`config.mk`:
```
export PLATFORM = sky130hd
export DESIGN_NAME = hostport_bridge
export DESIGN_NICKNAME = d
export VERILOG_FILES = /design/src/rtl/hpb_pkg.sv /design/src/rtl/hpb_sync.sv /design/src/rtl/hpb_mailbox.sv /design/src/rtl/hpb_mem_port.sv /design/src/rtl/hostport_bridge.sv
export SDC_FILE = /design/constraint.sdc
export NUM_CORES = 1
export LEC_CHECK = 0
export ABC_AREA = 1
export BUFFER_PORTS_ARGS = -buffer_cell sky130_fd_sc_hd__buf_2
export CAP_MARGIN = 20
export CORE_MARGIN = 3
export CORE_UTILIZATION = 53
export DETAILED_ROUTE_END_ITERATION = 16
export GPL_ROUTABILITY_DRIVEN = 0
export PLACE_DENSITY = 0.8
export SYNTH_ARGS = -nofsm -noshare
export SYNTH_HDL_FRONTEND = slang
export SYNTH_SLANG_ARGS = --single-unit
```
`constraint.sdc`:
```
create_clock -name clk -period 1.8 [get_ports clk]
set_input_delay 0.18 -clock clk [delete_from_list [all_inputs] [get_ports clk]]
set_output_delay 0.18 -clock clk [all_outputs]
set_load 0.01 [all_outputs]
```
`src/rtl/hpb_pkg.sv`:
```
package hpb_pkg;
    localparam int HW    = 16;        // host word width
    localparam int MAW   = HW - 1;    // memory word address width
    localparam int BYTEW = HW / 2;

    typedef enum logic [1:0] {
        SEL_DATA = 2'b00,
        SEL_MBX  = 2'b01,
        SEL_PTR  = 2'b10,
        SEL_STAT = 2'b11
    } hpb_sel_e;

    typedef enum logic [1:0] {
        MP_IDLE,
        MP_WRITE,
        MP_FETCH
    } mp_state_e;

    typedef struct packed {
        logic cs_n;
        logic rd_n;
        logic wr_n;
    } hpb_strobe_t;

    typedef struct packed {
        logic rd;
        logic wr;
    } hpb_event_t;

    function automatic logic [HW-1:0] lane_swap(input logic [HW-1:0] w, input logic en);
        return en ? {w[BYTEW-1:0], w[HW-1:BYTEW]} : w;
    endfunction

    function automatic logic [HW-1:0] status_word(input logic out_full, input logic in_full);
        return {{(HW-2){1'b0}}, in_full, out_full};
    endfunction
endpackage

```
`src/rtl/hpb_sync.sv`:
```
module hpb_sync
    import hpb_pkg::*;
#(
    parameter int STAGES = 2
) (
    input  logic        clk,
    input  logic        rst,
    input  hpb_strobe_t strobe_in,
    output hpb_event_t  ev
);
    hpb_strobe_t chain [STAGES];
    hpb_event_t  active, active_q;

    for (genvar g = 0; g < STAGES; g++) begin : g_stage
        always_ff @(posedge clk) begin
            if (rst) begin
                chain[g] <= '{cs_n: 1'b1, rd_n: 1'b1, wr_n: 1'b1};
            end else if (g == 0) begin
                chain[g] <= strobe_in;
            end else begin
                chain[g] <= chain[(g == 0) ? 0 : g-1];
            end
        end
    end

    always_comb begin
        active.rd = !chain[STAGES-1].cs_n && !chain[STAGES-1].rd_n;
        active.wr = !chain[STAGES-1].cs_n && !chain[STAGES-1].wr_n;
    end

    always_ff @(posedge clk) begin
        if (rst) active_q <= '0;
        else     active_q <= active;
    end

    assign ev.rd = active.rd && !active_q.rd;
    assign ev.wr = active.wr && !active_q.wr;

    // one event per strobe assertion
    a_r3_single_rd: assert property (@(posedge clk) disable iff (rst) ev.rd |=> !ev.rd);
    a_r3_single_wr: assert property (@(posedge clk) disable iff (rst) ev.wr |=> !ev.wr);
endmodule

```
`src/rtl/hpb_mailbox.sv`:
```
module hpb_mailbox
    import hpb_pkg::*;
(
    input  logic          clk,
    input  logic          rst,
    input  logic          host_rd_ev,
    input  logic          host_wr_ev,
    input  logic [HW-1:0] host_word,
    input  logic          cpu_post,
    input  logic [HW-1:0] cpu_word,
    input  logic          cpu_ack,
    output logic [HW-1:0] out_word,
    output logic          out_full,
    output logic [HW-1:0] in_word,
    output logic          in_full,
    output logic          in_stb
);
    always_ff @(posedge clk) begin
        if (rst) begin
            out_word <= '0;
            out_full <= 1'b0;
        end else if (cpu_post) begin
            out_word <= cpu_word;
            out_full <= 1'b1;
        end else if (host_rd_ev) begin
            out_full <= 1'b0;
        end
    end

    always_ff @(posedge clk) begin
        if (rst) begin
            in_word <= '0;
            in_full <= 1'b0;
            in_stb  <= 1'b0;
        end else begin
            in_stb <= host_wr_ev;
            if (host_wr_ev) begin
                in_word <= host_word;
                in_full <= 1'b1;
            end else if (cpu_ack) begin
                in_full <= 1'b0;
            end
        end
    end

    a_r7_post_sets_full: assert property (@(posedge clk) disable iff (rst)
        cpu_post |=> out_full && out_word == $past(cpu_word));
    a_r8_read_clears: assert property (@(posedge clk) disable iff (rst)
        (host_rd_ev && !cpu_post) |=> !out_full);
    a_r9_in_full: assert property (@(posedge clk) disable iff (rst)
        host_wr_ev |=> in_full && in_stb);
    a_r9_stb_one_cycle: assert property (@(posedge clk) disable iff (rst)
        in_stb |=> !in_stb);
endmodule

```
`src/rtl/hpb_mem_port.sv`:
```
module hpb_mem_port
    import hpb_pkg::*;
(
    input  logic           clk,
    input  logic           rst,
    input  logic           data_rd_ev,
    input  logic           data_wr_ev,
    input  logic           ptr_wr_ev,
    input  logic [HW-1:0]  ptr_value,
    input  logic [HW-1:0]  store_word,
    output logic [HW-1:0]  ptr,
    output logic [HW-1:0]  fetch_buf,
    output logic           busy,
    output logic           mem_req,
    output logic           mem_we,
    output logic [MAW-1:0] mem_addr,
    output logic [HW-1:0]  mem_wdata,
    input  logic [HW-1:0]  mem_rdata,
    input  logic           mem_gnt
);
    mp_state_e     state;
    logic [HW-1:0] wr_hold;
    localparam logic [HW-1:0] STEP = HW'(2);

    always_ff @(posedge clk) begin
        if (rst) begin
            state     <= MP_IDLE;
            ptr       <= '0;
            fetch_buf <= '0;
            wr_hold   <= '0;
        end else begin
            unique case (state)
                MP_IDLE: begin
                    if (ptr_wr_ev) begin
                        ptr   <= ptr_value;
                        state <= MP_FETCH;
                    end else if (data_wr_ev) begin
                        wr_hold <= store_word;
                        state   <= MP_WRITE;
                    end else if (data_rd_ev) begin
                        ptr   <= ptr + STEP;
                        state <= MP_FETCH;
                    end
                end
                MP_WRITE: begin
                    if (mem_gnt) begin
                        ptr   <= ptr + STEP;
                        state <= MP_FETCH;
                    end
                end
                MP_FETCH: begin
                    if (mem_gnt) begin
                        fetch_buf <= mem_rdata;
                        state     <= MP_IDLE;
                    end
                end
                default: state <= MP_IDLE;
            endcase
        end
    end

    assign busy      = (state != MP_IDLE);
    assign mem_req   = (state != MP_IDLE);
    assign mem_we    = (state == MP_WRITE);
    assign mem_addr  = ptr[HW-1:1];
    assign mem_wdata = wr_hold;

    a_r4_req_held: assert property (@(posedge clk) disable iff (rst)
        (mem_req && !mem_gnt) |=> mem_req && $stable(mem_addr) && $stable(mem_we));
    a_r4_write_step: assert property (@(posedge clk) disable iff (rst)
        (mem_we && mem_gnt) |=> ptr == $past(ptr) + STEP);
    a_r5_read_step: assert property (@(posedge clk) disable iff (rst)
        (data_rd_ev && !ptr_wr_ev && !data_wr_ev && !busy) |=> mem_req && !mem_we && ptr == $past(ptr) + STEP);
endmodule

```
`src/rtl/hostport_bridge.sv`:
```
module hostport_bridge
    import hpb_pkg::*;
#(
    parameter int SYNC_STAGES = 2
) (
    input  logic           clk,
    input  logic           rst,
    input  logic           host_cs_n,
    input  logic           host_rd_n,
    input  logic           host_wr_n,
    input  logic [1:0]     host_addr,
    input  logic [HW-1:0]  host_wdata,
    output logic [HW-1:0]  host_rdata,
    output logic           host_int,
    input  logic           swap_en,
    output logic           mem_req,
    output logic           mem_we,
    output logic [MAW-1:0] mem_addr,
    output logic [HW-1:0]  mem_wdata,
    input  logic [HW-1:0]  mem_rdata,
    input  logic           mem_gnt,
    input  logic           cpu_out_wr,
    input  logic [HW-1:0]  cpu_out_data,
    output logic [HW-1:0]  cpu_in_word,
    output logic           cpu_in_stb,
    input  logic           cpu_in_ack
);
    hpb_strobe_t   strobe;
    hpb_event_t    ev;
    hpb_sel_e      sel;
    logic [HW-1:0] ptr, fetch_buf, out_word, rdata_q;
    logic          busy, out_full, in_full;

    assign strobe = '{cs_n: host_cs_n, rd_n: host_rd_n, wr_n: host_wr_n};
    assign sel    = hpb_sel_e'(host_addr);

    hpb_sync #(.STAGES(SYNC_STAGES)) u_sync (
        .clk(clk), .rst(rst), .strobe_in(strobe), .ev(ev)
    );

    hpb_mem_port u_mem (
        .clk(clk), .rst(rst),
        .data_rd_ev(ev.rd && sel == SEL_DATA),
        .data_wr_ev(ev.wr && sel == SEL_DATA),
        .ptr_wr_ev(ev.wr && sel == SEL_PTR),
        .ptr_value(host_wdata),
        .store_word(lane_swap(host_wdata, swap_en)),
        .ptr(ptr), .fetch_buf(fetch_buf), .busy(busy),
        .mem_req(mem_req), .mem_we(mem_we), .mem_addr(mem_addr),
        .mem_wdata(mem_wdata), .mem_rdata(mem_rdata), .mem_gnt(mem_gnt)
    );

    hpb_mailbox u_mbx (
        .clk(clk), .rst(rst),
        .host_rd_ev(ev.rd && sel == SEL_MBX),
        .host_wr_ev(ev.wr && sel == SEL_MBX),
        .host_word(host_wdata),
        .cpu_post(cpu_out_wr), .cpu_word(cpu_out_data), .cpu_ack(cpu_in_ack),
        .out_word(out_word), .out_full(out_full),
        .in_word(cpu_in_word), .in_full(in_full), .in_stb(cpu_in_stb)
    );

    always_ff @(posedge clk) begin
        if (rst) begin
            rdata_q <= '0;
        end else if (ev.rd) begin
            unique case (sel)
                SEL_DATA: rdata_q <= lane_swap(fetch_buf, swap_en);
                SEL_MBX:  rdata_q <= out_word;
                SEL_PTR:  rdata_q <= ptr;
                SEL_STAT: rdata_q <= status_word(out_full, in_full);
                default:  rdata_q <= '0;
            endcase
        end
    end

    assign host_rdata = rdata_q;
    assign host_int   = out_full;

    a_r6_status_no_side_effect: assert property (@(posedge clk) disable iff (rst)
        (ev.rd && !ev.wr && (sel == SEL_STAT || sel == SEL_PTR) && !busy) |=> $stable(ptr));
    a_r7_int_follows_post: assert property (@(posedge clk) disable iff (rst)
        cpu_out_wr |=> host_int);
    a_r1_no_req_after_reset: assert property (@(posedge clk)
        $fell(rst) |-> !mem_req && !host_int);
endmodule

```
Yosys cells after proc, flatten, opt, wreduce, memory -nomap -nowiden
Memory sizes are Yosys's and may differ from the RTL's.
Cells that the tools add are included.
Storage, ports and cells
  input bits: 59
  output and inout port bits: 67
  memories: 1
  logic and storage cells: 74
  bits in writable memories: 6
  flip-flop bits (word level): 103
Memory list
  u_sync.chain: words 2, width 3, read ports 2, clocked after Yosys merged registers in 0, write ports 2, RTL line hpb_sync.sv:11  | hpb_strobe_t chain [STAGES];
Cells by class
  bitwise gates (word level): 3
  muxes and demuxes: 23
  reductions and logical operators: 24
  eq/ne operators: 10
  $add $sub $neg: 1
Operators by type and width (count)
  $mux 16: 6
  $pmux 16 s4: 1
  $pmux 16 s2: 1
  $add 16x2->16 const B: 1
  $mux 2: 5
  $logic_and 1x1->1: 9
  $reduce_bool 2->1: 4
  $mux 1: 7
  $eq 2x2->1 const B: 3
  $mux 3: 2
  $pmux 2 s3: 1
  $reduce_and 3->1: 2
  $logic_not 1->1: 5
  $eq 2x1->1 const B: 2
  $logic_not 2->1: 2
  $ne 4x1->1 const B: 1
  $reduce_and 4->1: 1
  $ne 3x1->1 const B: 1
  $ne 3x3->1 const B: 1
  $ne 2x1->1 const B: 1
  $ne 2x2->1 const B: 1
  $or 1x1->1: 2
  $reduce_and 2->1: 1
  $not 1->1: 1

Logic depth before layout (Yosys ltp)
Gate-level depths: netlist of the first run.
  word-level depth: 8
  gate-level depth with buffers: 10
  mapped depth without buffers: 9

Modules after synthesis
Synthesis of the first run repeated with hierarchy kept, for this count alone.
Unflattened totals
  cells, all modules: 753
  area total of the unflattened synthesis: 5245.0 um^2
By module, submodules not included
  hpb_mem_port: seq. area each 1001.0 um^2, cells an instance 343, times used 1, area an instance 2446.1 um^2
  hostport_bridge: seq. area each 320.3 um^2, cells an instance 239, times used 1, area an instance 1362.6 um^2
  hpb_mailbox: seq. area each 700.7 um^2, cells an instance 148, times used 1, area an instance 1204.9 um^2
  hpb_sync: seq. area each 160.2 um^2, cells an instance 23, times used 1, area an instance 231.5 um^2

Worst setup path after synthesis of the first run
Ideal clock, no wire load.
  kind: register -> register
  start: reg u_mem.ptr[1]
  end: reg u_mem.ptr[11]
  setup time: 0.115 ns
  required time: 1.685 ns
  data arrival time: 1.275 ns
  period minus slack after synthesis: 1.390 ns
  path slack: 0.410 ns
  path buffers: 0
  stages on the path, launching flop included: 9
  cell sequence: dfxtp_1 ha_1 nand3_1 nor2_1 nand2_1 o21ai_0 nand2_1 o21ai_1 nor2_1
Between the ends
  cells in the longest elaborated chain, start to end: 5
RTL lines
  start: declaration: RTL line hpb_mem_port.sv:11  | output logic [HW-1:0] ptr,
  start signal: assignment: RTL line hpb_mem_port.sv:35  | ptr <= ptr_value;
  start signal: assignment: RTL line hpb_mem_port.sv:41  | ptr <= ptr + STEP;
  start signal: assignment: RTL line hpb_mem_port.sv:47  | ptr <= ptr + STEP;
  $add 16x2->16 *: RTL line hpb_mem_port.sv:41, hpb_mem_port.sv:47
  $mux 16: RTL line hpb_mem_port.sv:40  | end else if (data_rd_ev) begin
  $mux 16: RTL line hpb_mem_port.sv:37  | end else if (data_wr_ev) begin
  $mux 16: RTL line hpb_mem_port.sv:34  | if (ptr_wr_ev) begin
  $pmux 16 s2 *: RTL line hpb_mem_port.sv:32  | unique case (state)
Mark *: on every way between the ends. The rest lies on a longest branch, timed or not. The select of a mux whose other input is x is not followed.
A chain may end at the register's enable or synchronous reset.

Worst setup path in the final report of the first run
  start: reg u_mem.state[1]
  end: reg u_mem.wr_hold[13], in the netlist u_mem.mem_wdata[13]
Between the ends
  cells in the longest elaborated chain, start to end: 2
RTL lines
  start: declaration: RTL line hpb_mem_port.sv:21  | mp_state_e state;
  start signal: assignment: RTL line hpb_mem_port.sv:27  | state <= MP_IDLE;
  start signal: assignment: RTL line hpb_mem_port.sv:36  | state <= MP_FETCH;
  start signal: assignment: RTL line hpb_mem_port.sv:39  | state <= MP_WRITE;
  $logic_not 2->1: RTL line hpb_mem_port.sv:32
  $reduce_and 3->1 (no line)
  end signal: assignment: RTL line hpb_mem_port.sv:38  | wr_hold <= store_word;
  end: declaration: RTL line hpb_mem_port.sv:22  | logic [HW-1:0] wr_hold;
Every way passes these cells.

==> flow_metrics.tcl, run 1 <==
set metrics [dict create \
    status "finished clean" \
    synth-compound-area-share_pct 23.1 \
    crit_type "flip-flop to flip-flop" \
    skew_ns 0.0199 \
    yosys.area.top_type_share_pct 44.8 \
    cellPowerDensity_mw_per_mm2 779 \
    drt-vias-per-instance 5.61 \
    design.core.area_mm2 0.00881 \
    cp.arrival_ns 1.98 \
    post-synth-top-area-cell "dfxtp_1" \
    place_area_mm2 0.00547 \
    critPathCaptureType "flip-flop" \
    cts_buffers 9 \
    synth_top_family_by_area "compound AO/OA/AOI/OAI gates" \
    dp.cells 871 \
    regArea_mm2 0.00218 \
    ios 126 \
    die_h_um 102 \
    crit_chain "nor2_1, nand4_2, inv_4, o21ai_0, a31oi_1" \
    synth_cell_types 31 \
    rsz0062_at_grt "no" \
    grt_pass1_vias 4430 \
    drt-wirelength-per-cell_um 15.9 \
    fin_crit_ns 1.67 \
    cts_tree "built" \
    holdCritPathClass "input port to flip-flop" \
    grt_pass1_wl_um 21900 \
    syn2layout_area_growth_pct 17.3 \
    ys_seq_area_share_pct 44.8 \
    tightestPinTransition_ns 0.499 \
    design_area_mm2 0.00571 \
    fin_setup_tns_ns 0 \
    start_util_pct 55.3 \
    drv_cap 0 \
    dpl.hpwl_um 10100 \
    cts-root-buf "clkbuf_8" \
    worstSetupStartpoint "u_mem.state[1]" \
    clkSinkCount 109 \
    yosys.area_share.adder_pct 0.257 \
    die_x_um 102 \
    slowest_delay_ns 0.37 \
    synth-xor-area-share_pct 0.539 \
    io_buffers 125 \
    n_fill_cell 774 \
    synth_warnings 0 \
    fmax_mhz 598 \
    die-area_mm2 0.0104 \
    crit_path_top_delay_cell "dfxtp_1" \
    synthSimpleGateAreaFrac_pct 21.5 \
    synthMuxAreaShare_pct 0 \
    post-cts-setup-buffers 0 \
    synth_nets 738 \
    detail-route-antenna-nets 0 \
    synthTopCellsByArea "dfxtp_1, o21ai_0, nand2_1" \
    firstDrtPassIters 5 \
    path_max_fanout 32 \
    syn_area_per_cell_um2 7.19 \
    finalHoldViolations 0 \
    syn_inst 678 \
    stdcell_count 890 \
    maxSlewViolCount 0 \
    dr.first_iter.drc_count 416 \
    synth_area_mm2 0.00487 \
    rows 34 \
    gr-total-overflow 0 \
    critPathLaunchType "flip-flop" \
    max_slew_margin_pct 66.7 \
    clk_latency_ns 0.38 \
    peakVddDrop_mv 0.465 \
    clkSlewWorstSetupHoldPaths_ns 0.12 \
    wl_um 14100 \
    antenna_found_initial 0 \
    hold_start "cpu_out_data[11]" \
    power_leakage_nw 2.58 \
    grt_max_degree 89 \
    timing.final.crit_share_pct 92.8 \
    worst-endpoint-required_ns 2.10 \
    drc_errors 0 \
    setup_viol 0 \
    synth_seq_cells 109 \
    nets 837 \
    r2r_start "u_mem.state[1]" \
    clk_path_buf_depth 2 \
    grt.total_usage_pct 26.8 \
    via_count 4989 \
    multiInputGateArea_mm2 0.00221 \
    h-tree-depth 3 \
    layout-drive-gt1-share_pct 22.6 \
    antennaDiodeCount 0 \
]
-- where the power goes --
group	total (mW)	switching, mW	internal [mW]
sequential	2.49	0.0298	2.46
combinational	0.370	0.235	0.135
clock	1.59	0.879	0.709
total	4.45	1.14	3.31
-- repair_timing --
action                     in CTS  in global routing
hold endpoints to repair        3                  0
hold buffers                    3                  0
setup endpoints to repair       0                  8
resized for setup               0                  2
-- worst paths after layout --
path,endpoint,slack [ns],cells after the start
worst max register to register,u_mem.mem_wdata[13],0.13,5
worst min-delay path,u_mbx.out_word[11],0.03,3
worst max-delay path,u_mem.mem_wdata[13],0.13,5
worst min register to register,u_sync.chain[1][1],0.42,1
-- routing by layer --
metal / GRT usage [%] / part of all wire [%] / wire length [µm] / vias up
met5: 0 / 0 / 0 / -
met4: 10.2 / 2.8 / 390 / 0
met3: 3.89 / 8.1 / 1140 / 42
met2: 44.4 / 49 / 6890 / 246
met1: 35.7 / 40 / 5700 / 2263
li1: - / - / - / 2438
-- layout make-up --
class | instances | share of cell area (%)
inverter | 54 | 3.59
tap | 108 | 2.36
clock inverter | 6 | 1.38
sequential | 109 | 38.2
timing repair buffer | 141 | 13.4
multi-input combinational | 462 | 38.7
clock buffer | 10 | 2.41
-- flip-flops by register name, indices dropped and copies added (netlist names) --
| register | count |
|---|---|
| u_mem.mem_wdata | 16 |
| u_mem.fetch_buf | 16 |
| u_mem.state | 2 |
| u_sync.active_q | 2 |
| u_mbx.out_full | 1 |
| u_mbx.in_word | 16 |
| u_mem.ptr | 16 |
| u_mbx.in_stb | 1 |
| u_mbx.in_full | 1 |
| u_sync.chain | 6 |
| host_rdata | 16 |
| u_mbx.out_word | 16 |
-- cells in the mapped netlist (all sizes together) --
library cell and count:
nand4 8, dfxtp 109, o21ai 110, nor2 87, a21oi 72, a31oi 31
nand2 113, buf 27, nor3 6, o211ai 1, xnor2 3, nand3 22
inv 53, ha 1, clkbuf 26, a41oi 1, clkinv 1, nand3b 1
or2 6
-- metrics by stage --
step / utilization, % / worst slack [ns] / power (mW) / hold WS, ns
after floorplan: - / 0.410 / 2.74 / 0.284
after global placement: 62.1 / 0.270 / 2.89 / 0.367
after detailed placement: 62.1 / 0.221 / 2.90 / 0.370
after CTS: 64.9 / 0.0777 / 4.45 / 0.0246
after global routing: 64.9 / 0.0142 / 4.60 / 0.0232
final: 64.9 / 0.129 / 4.45 / 0.0265
-- worst max-delay path: cells and delay by family, from the launching register on --
family	cells	cell delay (ns)
flops	1	0.37
buf+inv	1	0.30
simple gates	2	0.59
compound gates	2	0.35
-- cells in the final DEF (no fill, tap or decap), drive strengths merged --
master and n:
nand3 22, nand2 113, o21ai 110, clkbuf 10
buf 138, clkinv 5, a21oi 72, a31oi 31
bufinv 1, dlygate4sd3 3, nand4 8, ha 1
inv 54, o211ai 1, a41oi 1, dfxtp 109
nand3b 1, nor3 6, or2 6, xnor2 3
nor2 87
-- logic make-up after synthesis --
kind of cell	after synthesis
AND/OR/NAND/NOR	243
AO/OA/AOI/OAI	215
flip-flops	109
buffers and inverters	107
XOR/XNOR	3
adder cells (fa/ha/maj)	1
Power figures use the tool's default switching activity.
==> run 2: changes to the inputs <==
--- a/config.mk
+++ b/config.mk
@@ -13,6 +13,7 @@
 export DETAILED_ROUTE_END_ITERATION = 16
 export GPL_ROUTABILITY_DRIVEN = 0
 export PLACE_DENSITY = 0.8
+export RECOVER_POWER = 50
 export SYNTH_ARGS = -nofsm -noshare
 export SYNTH_HDL_FRONTEND = slang
 export SYNTH_SLANG_ARGS = --single-unit
==> run 2 against run 1 <==
Against the previous run:
- clock skew decreased by 0.0035 ns
- clock-buffer cell count did not move
- cell area is 1.4% lower
- non-clock buffer count is the same
- combinational power is 1% lower
- cell count unchanged
- first-iteration DRC count down 0.24%
- maximum frequency down 0.43%
- setup slack got worse by 0.0072 ns
- largest power group unchanged
- highest routed layer unchanged
==> flow_metrics.tcl, run 2 (same netlist as run 1, synthesis figures left out) <==
set metrics [dict create \
    status "finished clean" \
    path_buf_inv 1 \
    drc_errors 0 \
    route.met3.wl_um 1160 \
    r2r_end "u_mem.mem_wdata[13]" \
    fin_crit_ns 1.68 \
    syn2layout_area_growth_pct 15.7 \
    io_buffers 125 \
    path_max_fanout 32 \
    nets 837 \
    cp_top_family "simple AND/OR/NAND/NOR gates" \
    worst-endpoint-required_ns 2.10 \
    clkSlewWorstSetupHoldPaths_ns 0.12 \
    drt-wirelength-per-cell_um 15.9 \
    dpl.hpwl_um 10100 \
    cts_tree "built" \
    crit_end "u_mem.mem_wdata[13]" \
    cts_buffers 9 \
    antenna_found_initial 0 \
    critPathCaptureType "flip-flop" \
    mostFrequentLayoutCells "nand2_1, dfxtp_1, o21ai_0, nor2_1, a21oi_1" \
    design_area_mm2 0.00564 \
    die_h_um 102 \
    drv_cap 0 \
    drt-vias-per-instance 5.60 \
    crit_cells 5 \
    die-area_mm2 0.0104 \
    detail-route-antenna-nets 0 \
    design.core.area_mm2 0.00881 \
    post-cts-setup-buffers 0 \
    clk_latency_ns 0.37 \
    antennaDiodeCount 0 \
    worstHoldPathCells 3 \
    wl_met1_um 5770 \
    place_area_mm2 0.00547 \
    grt_max_degree 89 \
    cp.arrival_ns 1.98 \
    start_util_pct 55.3 \
    rsz0062_at_grt "no" \
    cellPowerDensity_mw_per_mm2 788 \
    r2r_cells 5 \
    wl_um 14200 \
    gr-total-overflow 0 \
    stdcell_count 890 \
    firstDrtPassIters 5 \
    dp.cells 871 \
    die_x_um 102 \
    crit_chain "nor2_1, nand4_2, inv_4, o21ai_0, a31oi_1" \
    critPathLaunchType "flip-flop" \
    final_common_cell "nand2_1" \
    clk_path_buf_depth 2 \
    ios 126 \
    via_count 4984 \
    max_slew_margin_pct 61.2 \
    crit_path_top_delay_cell "dfxtp_1" \
    hold_start "cpu_out_data[11]" \
    r2r_start "u_mem.state[1]" \
    timing.final.crit_share_pct 93.2 \
    setup_viol 0 \
    skew_ns 0.0164 \
    slowest_delay_ns 0.37 \
    maxSlewViolCount 0 \
    finalHoldViolations 0 \
    regToRegSetupSlack_ns 0.12 \
    grt_pass1_vias 4430 \
    wl_met2_um 6870 \
    fmax_mhz 596 \
    peakVddDrop_mv 0.464 \
    rows 34 \
    dr.first_iter.drc_count 415 \
    utilization_pct 64.0 \
    tightestPinTransition_ns 0.582 \
    cts-root-buf "clkbuf_8" \
    worstSetupStartpoint "u_mem.state[1]" \
    grt_pass1_wl_um 21900 \
    crit_type "flip-flop to flip-flop" \
    power_leakage_nw 2.31 \
    clkSinkCount 109 \
    h-tree-depth 3 \
    top_layer_used "met4" \
    grt.total_usage_pct 26.8 \
    layout-drive-gt1-share_pct 14.8 \
    fin_setup_tns_ns 0 \
    holdCritPathClass "input port to flip-flop" \
]
run 2: repair_timing:
| item | in CTS | in global routing |
|---|---|---|
| hold buffers | 3 | 0 |
| gates resized for setup | 0 | 2 |
| endpoints found under the hold margin | 3 | 0 |
| setup endpoints to repair | 0 | 8 |
run 2: worst min path at each step:
stage | end | slack (ns)
floorplan | u_sync.chain[0][0] | 0.28
CTS | u_mbx.out_word[15] | 0.02
global route | u_mbx.out_word[5] | 0.02
finish | u_mbx.out_word[11] | 0.03
detailed placement | u_sync.chain[0][2] | 0.37
global placement | u_sync.chain[0][2] | 0.37
run 2: per-stage QoR:
stage                     hold WS, ns  setup WS [ns]  total power [mW]
after floorplan                 0.284          0.410              2.74
after global placement          0.367          0.270              2.89
after detailed placement        0.370          0.221              2.90
after CTS                      0.0246         0.0777              4.45
after global routing           0.0232         0.0142              4.60
final                          0.0276          0.122              4.44
run 2: power breakdown:
part | switching [mW] | internal, mW
Combinational | 0.235 | 0.131
Clock | 0.874 | 0.709
Sequential | 0.0302 | 2.46
run 2: final cells by class:
type / count / area (µm²)
clock inverters: 6 / 78.8
well taps: 108 / 135
clock buffers: 10 / 138
repair buffers: 141 / 687
inverters: 54 / 205
fillers: 814 / 3170
multi-input cells: 462 / 2210
flip-flops and latches: 109 / 2180
run 2: worst reg2reg max path, cell delays in order (launching register included):
cell and delay (ns):
dfxtp_1 0.37, nor2_1 0.33, nand4_2 0.26, inv_4 0.30, o21ai_0 0.15, a31oi_1 0.20
run 2: metal layers:
layer,global-route usage [%],vias up
met5,0,-
met4,10.2,0
met3,3.89,42
met2,44.4,236
met1,35.7,2263
li1,-,2443
